--- config.mk ---
export PLATFORM = sky130hd
export DESIGN_NAME = cmp_evt_top
export DESIGN_NICKNAME = d
export VERILOG_FILES = /design/src/rtl/cmp_evt_pkg.sv /design/src/rtl/cmp_evt_ctrl.sv /design/src/rtl/cmp_evt_dp.sv /design/src/rtl/cmp_evt_top.sv
export SDC_FILE = /design/constraint.sdc
export NUM_CORES = 1
export LEC_CHECK = 0
export BUFFER_PORTS_ARGS = -buffer_cell sky130_fd_sc_hd__buf_2
export CAP_MARGIN = 30
export CORE_AREA = 3 3 40 42
export CTS_CLUSTER_DIAMETER = 80
export DETAILED_ROUTE_END_ITERATION = 8
export DIE_AREA = 0 0 43 45
export PLACE_DENSITY = 0.6
export SYNTH_ARGS = -nofsm -noshare
export SYNTH_HDL_FRONTEND = slang
export SYNTH_HIERARCHICAL = 1
export SYNTH_SLANG_ARGS = --single-unit
export TNS_END_PERCENT = 10
--- constraint.sdc ---
create_clock -name clk -period 3.18 [get_ports clk]
set_input_delay 0.636 -clock clk [delete_from_list [all_inputs] [get_ports clk]]
set_output_delay 0.636 -clock clk [all_outputs]
set_load 0.05 [all_outputs]
--- src/rtl/cmp_evt_pkg.sv ---
package cmp_evt_pkg;
  localparam int REG_W = 8;
  localparam int BIT_OFF  = 7;
  localparam int BIT_RSV  = 6;
  localparam int BIT_LVL  = 5;
  localparam int BIT_FLAG = 4;
  localparam int BIT_IE   = 3;
  localparam int BIT_CAP  = 2;

  typedef enum logic [1:0] {
    MODE_TOGGLE = 2'b00,
    MODE_NONE   = 2'b01,
    MODE_FALL   = 2'b10,
    MODE_RISE   = 2'b11
  } edgeMode_t;

  typedef struct packed {
    logic setFlag;
    logic clrFlag;
    logic loadCfg;
  } cmpStrobe_t;
endpackage

--- src/rtl/cmp_evt_ctrl.sv ---
module cmp_evt_ctrl
  import cmp_evt_pkg::*;
(
  input  logic       clk,
  input  logic       rstN,
  input  logic       regWrEn,
  input  logic       wrFlagBit,
  input  logic       vecAck,
  input  logic       offQ,
  input  edgeMode_t  modeQ,
  input  logic       riseSeen,
  input  logic       fallSeen,
  output cmpStrobe_t strb
);
  logic modeHit;

  always_comb begin
    unique case (modeQ)
      MODE_TOGGLE: modeHit = riseSeen | fallSeen;
      MODE_FALL:   modeHit = fallSeen;
      MODE_RISE:   modeHit = riseSeen;
      default:     modeHit = 1'b0;
    endcase
  end

  always_comb begin
    strb.setFlag = modeHit & ~offQ;
    strb.clrFlag = vecAck | (regWrEn & wrFlagBit);
    strb.loadCfg = regWrEn;
  end

  // the reserved mode code never raises the flag
  a_r4_none_mode_silent: assert property (@(posedge clk) disable iff (!rstN)
    (modeQ == MODE_NONE) |-> !strb.setFlag);

  // the rising mode ignores falling transitions
  a_r4_rise_only: assert property (@(posedge clk) disable iff (!rstN)
    (modeQ == MODE_RISE && fallSeen) |-> !strb.setFlag);

  // powered-off comparator produces no events
  a_r10_off_quiet: assert property (@(posedge clk) disable iff (!rstN)
    offQ |-> !strb.setFlag);
endmodule

--- src/rtl/cmp_evt_dp.sv ---
module cmp_evt_dp
  import cmp_evt_pkg::*;
#(
  parameter int SYNC_STAGES = 2
) (
  input  logic             clk,
  input  logic             rstN,
  input  logic             cmpIn,
  input  logic             wrOff,
  input  logic [3:0]       wrLow,
  input  cmpStrobe_t       strb,
  output logic             offQ,
  output edgeMode_t        modeQ,
  output logic             ieQ,
  output logic             capQ,
  output logic             flagQ,
  output logic             lvl,
  output logic             riseSeen,
  output logic             fallSeen,
  output logic [REG_W-1:0] regRd
);
  localparam int MSB = SYNC_STAGES - 1;

  logic [MSB:0] syncQ;
  logic         prevQ;

  generate
    if (SYNC_STAGES == 1) begin : g_oneStage
      always_ff @(posedge clk or negedge rstN)
        if (!rstN) syncQ <= '0;
        else       syncQ <= cmpIn;
    end else begin : g_chain
      always_ff @(posedge clk or negedge rstN)
        if (!rstN) syncQ <= '0;
        else       syncQ <= {syncQ[MSB-1:0], cmpIn};
    end
  endgenerate

  always_ff @(posedge clk or negedge rstN)
    if (!rstN) prevQ <= 1'b0;
    else       prevQ <= syncQ[MSB];

  assign riseSeen = syncQ[MSB] & ~prevQ;
  assign fallSeen = ~syncQ[MSB] & prevQ;

  always_ff @(posedge clk or negedge rstN) begin
    if (!rstN) begin
      offQ  <= 1'b0;
      ieQ   <= 1'b0;
      capQ  <= 1'b0;
      modeQ <= MODE_TOGGLE;
    end else if (strb.loadCfg) begin
      offQ  <= wrOff;
      ieQ   <= wrLow[3];
      capQ  <= wrLow[2];
      modeQ <= edgeMode_t'(wrLow[1:0]);
    end
  end

  always_ff @(posedge clk or negedge rstN)
    if (!rstN)             flagQ <= 1'b0;
    else if (strb.setFlag) flagQ <= 1'b1;
    else if (strb.clrFlag) flagQ <= 1'b0;

  assign lvl = syncQ[MSB] & ~offQ;

  always_comb begin
    regRd           = '0;
    regRd[BIT_OFF]  = offQ;
    regRd[BIT_RSV]  = 1'b0;
    regRd[BIT_LVL]  = lvl;
    regRd[BIT_FLAG] = flagQ;
    regRd[BIT_IE]   = ieQ;
    regRd[BIT_CAP]  = capQ;
    regRd[1:0]      = modeQ;
  end

  // an event always leaves the flag set, whatever clears arrive
  a_r8_set_wins: assert property (@(posedge clk) disable iff (!rstN)
    strb.setFlag |=> flagQ);

  // a clear without an event empties the flag
  a_r7_clear_empties: assert property (@(posedge clk) disable iff (!rstN)
    (strb.clrFlag && !strb.setFlag) |=> !flagQ);

  // without set or clear the flag holds
  a_r6_flag_holds: assert property (@(posedge clk) disable iff (!rstN)
    (!strb.clrFlag && !strb.setFlag) |=> (flagQ == $past(flagQ)));
endmodule

--- src/rtl/cmp_evt_top.sv ---
module cmp_evt_top
  import cmp_evt_pkg::*;
#(
  parameter int SYNC_STAGES = 2
) (
  input  logic             clk,
  input  logic             rstN,
  input  logic             regWrEn,
  input  logic [REG_W-1:0] regWrData,
  output logic [REG_W-1:0] regRdData,
  input  logic             cmpIn,
  input  logic             globalIntEn,
  input  logic             vecAck,
  output logic             irqOut,
  output logic             captureTrig
);
  cmpStrobe_t strb;
  edgeMode_t  modeQ;
  logic offQ, ieQ, capQ, flagQ, lvl, riseSeen, fallSeen;
  logic unusedWrBits;

  assign unusedWrBits = ^regWrData[BIT_RSV:BIT_LVL];

  cmp_evt_ctrl u_ctrl (
    .clk       (clk),
    .rstN      (rstN),
    .regWrEn   (regWrEn),
    .wrFlagBit (regWrData[BIT_FLAG]),
    .vecAck    (vecAck),
    .offQ      (offQ),
    .modeQ     (modeQ),
    .riseSeen  (riseSeen),
    .fallSeen  (fallSeen),
    .strb      (strb)
  );

  cmp_evt_dp #(.SYNC_STAGES(SYNC_STAGES)) u_dp (
    .clk      (clk),
    .rstN     (rstN),
    .cmpIn    (cmpIn),
    .wrOff    (regWrData[BIT_OFF]),
    .wrLow    (regWrData[3:0]),
    .strb     (strb),
    .offQ     (offQ),
    .modeQ    (modeQ),
    .ieQ      (ieQ),
    .capQ     (capQ),
    .flagQ    (flagQ),
    .lvl      (lvl),
    .riseSeen (riseSeen),
    .fallSeen (fallSeen),
    .regRd    (regRdData)
  );

  assign irqOut      = flagQ & ieQ & globalIntEn;
  assign captureTrig = lvl & capQ;

  // a request needs the global enable and the register's flag and enable
  a_r5_irq_gated: assert property (@(posedge clk) disable iff (!rstN)
    irqOut |-> (globalIntEn && regRdData[BIT_FLAG] && regRdData[BIT_IE]));

  // trigger only when routed
  a_r9_cap_routed: assert property (@(posedge clk) disable iff (!rstN)
    captureTrig |-> (regRdData[BIT_CAP] && regRdData[BIT_LVL]));

  // comparator level reads low while powered off
  a_r10_off_level: assert property (@(posedge clk) disable iff (!rstN)
    regRdData[BIT_OFF] |-> !regRdData[BIT_LVL]);
endmodule

==> flow_metrics.tcl <==
set metrics [dict create \
    setup_viol 0 \
    power_density_mw_per_mm2 578 \
    syn2layout_area_growth_pct 18.5 \
    cp.arrival_ns 1.17 \
    post_cts_resized 0 \
    synth_top_area_share_pct 52.8 \
    diodes 0 \
    grt_max_degree 10 \
    antenna_found_initial 0 \
    cpPeakStageDelay_ns 0.41 \
    post_cts_buffers 0 \
    syn_avg_cell_area_sq_um 11.9 \
    via_count 282 \
    fmax_ghz 0.553 \
    synth_compound_area_share_pct 6.45 \
    gr-usage-met1_pct 8.46 \
    hold_viol 0 \
    cp-start-kind "flip-flop" \
    end_kind "primary output" \
    cts_root_buffer "clkbuf_4" \
    ant_nets 0 \
    ys_seq_elements 9 \
    synth.area.top_cells "dfrtp_1 (53%), buf_4 (16%), mux2_2 (13%), nor2b_1 (5.9%), a21o_1 (3.5%)" \
    num_rows 13 \
    syn_area_sq_um 427 \
    io_pins 24 \
    synthAdderAreaFrac_pct 0 \
    grtUsageMet3_pct 5.98 \
    cap_viol_max_count 0 \
    synth_edf_count 0 \
    muxShareOfSynthArea_pct 13.2 \
    holdBufCountCts 0 \
    tns_ns 0 \
    clk_pin_slew_ns 0.07 \
    ys.flop_type "dfrtp_1" \
    worstPathMaxFanout 4 \
    hp-class "in -> async" \
    gp_congestion 0.618 \
    die_area_sq_mm 0.00194 \
    syn-num-nets 50 \
    cts_buffer_depth 2 \
    coreArea_sq_mm 0.00128 \
    netlist_top_cells_count "buf_4 (9), dfrtp_1 (9), mux2_2 (5)" \
    synth.distinct_cells 12 \
    placed_area_sq_um 478 \
    fp.dieH_um 45 \
    wl_per_cell_um 10.2 \
    cp_slowest_cell "dfrtp_1" \
    hpwl_um 545 \
    clock_skew_ns 0.00450 \
    finish.instance_area_sq_um 505 \
    die_width_um 43 \
    overflow 0 \
    critPathLaunch "u_dp/offQ" \
    drc 0 \
    clock_sink_count 9 \
    ys_seq_area_share_pct 52.8 \
    finalCoreUtilization_pct 39.3 \
    finalNetCount 66 \
    maxSlewViolCount 0 \
    grtUsageTotal_pct 8.08 \
    drt-vias-per-instance 4.27 \
    synth_cells 36 \
    cts-htree-levels 1 \
    clk_latency_ns 0.26 \
    critPathKind "reg -> out" \
    outcome "finished, final reports clean" \
    async_flop_share_pct 100 \
    grt_pass1_vias 254 \
    drive_gt1_share_pct 56.9 \
    synthXorXnorAreaFrac_pct 0 \
    crit_required_ns 2.54 \
    drt-total-wl_um 670 \
    grtUsageMet2_pct 12.3 \
    r2r_start "u_dp/syncQ[1]" \
    ys_warn_count 6 \
    ir_worst_vdd_v 0.000267 \
    period_share_pct 56.9 \
    grt_pass1_wl_mm 1.08 \
    synth_top_family_by_area "buffers and inverters" \
    power.leakage_nw 0.277 \
    cts_buffers 3 \
    busiest_layer "met2" \
    dr.pass1.iters 4 \
    reg2reg_slack_ns 2.06 \
    period_needed_ns 1.81 \
    crit_chain "nor2b_1, and2_1, buf_2" \
    rsz0062_at_grt "no" \
    cts_tree "built" \
    numPortBuffers 20 \
    start_util_pct 33.2 \
    yosysTopAreaCell "dfrtp_1" \
    drtIter0Drc 1 \
    synth-simple-area-share_pct 9.97 \
]
==> layout by cell type (no fill, tap or decap), types with 2 or more instances in the layout <==
master / count
mux2_2: 5
buf_2: 20
clkbuf_4: 3
nor2b_1: 4
a21o_1: 2
dfrtp_1: 9
==> worst paths after layout <==
check | to | cells past startpoint
min in group clk | u_dp/syncQ[1] | 0
worst min-delay path | u_dp/ieQ | 1
worst min register to register | u_dp/syncQ[1] | 0
worst max-delay path | captureTrig | 3
worst max register to register | u_dp/flagQ | 5
max in group asynchronous | u_dp/offQ | 1
==> through the flow <==
| stage | power [mW] | std cells | hold WS, ns | worst slack [ns] |
|---|---|---|---|---|
| global placement | 0.208 | 62 | 0.337 | 1.45 |
| detailed placement | 0.209 | 62 | 0.335 | 1.45 |
| CTS | 0.298 | 66 | 0.213 | 1.34 |
| global route | 0.311 | 66 | 0.210 | 1.24 |
| floorplan | 0.202 | 36 | 0.331 | 1.46 |
| finish | 0.292 | 66 | 0.212 | 1.37 |
==> final cells by class <==
cell class                 instances  area, sq um
timing repair buffer              20          100
fill                             140          779
clock buffer                       3         22.5
multi-input combinational         17          130
inverter                           1         3.75
sequential                         9          225
clock inverter                     1         5.00
tap                               15         18.8
==> kinds of logic (layout without fill, tap and decap cells) <==
family | after synthesis | in the layout
flops | 9 | 9
compound gates | 4 | 4
mux | 5 | 5
other cells | 1 | 1
buf+inv | 10 | 25
simple gates | 7 | 7
==> worst max-delay path: cells and delay by family, from the launching register on <==
kind	cells	cell delay, ns
simple gates	2	0.26
flops	1	0.41
buf+inv	1	0.25
==> flip-flops by register name (all words and copies together) (netlist names) <==
| name | cells |
|---|---|
| u_dp/prevQ | 1 |
| u_dp/capQ | 1 |
| u_dp/modeQ | 2 |
| u_dp/offQ | 1 |
| u_dp/syncQ | 2 |
| u_dp/ieQ | 1 |
| u_dp/flagQ | 1 |
==> per-layer routing <==
metal,vias up,part of all wire (%)
met1,132,40
li1,137,-
met2,13,49
met3,0,11
met4,0,0
met5,-,0
==> power by group <==
part           total, mW  leakage (nW)  internal [mW]  switching [mW]
registers          0.131         0.107          0.124         0.00697
logic             0.0734         0.153         0.0217          0.0517
clock network     0.0876        0.0177         0.0464          0.0412
total              0.292         0.277          0.192          0.0999
No activity file was read; power rests on OpenSTA's default activity.
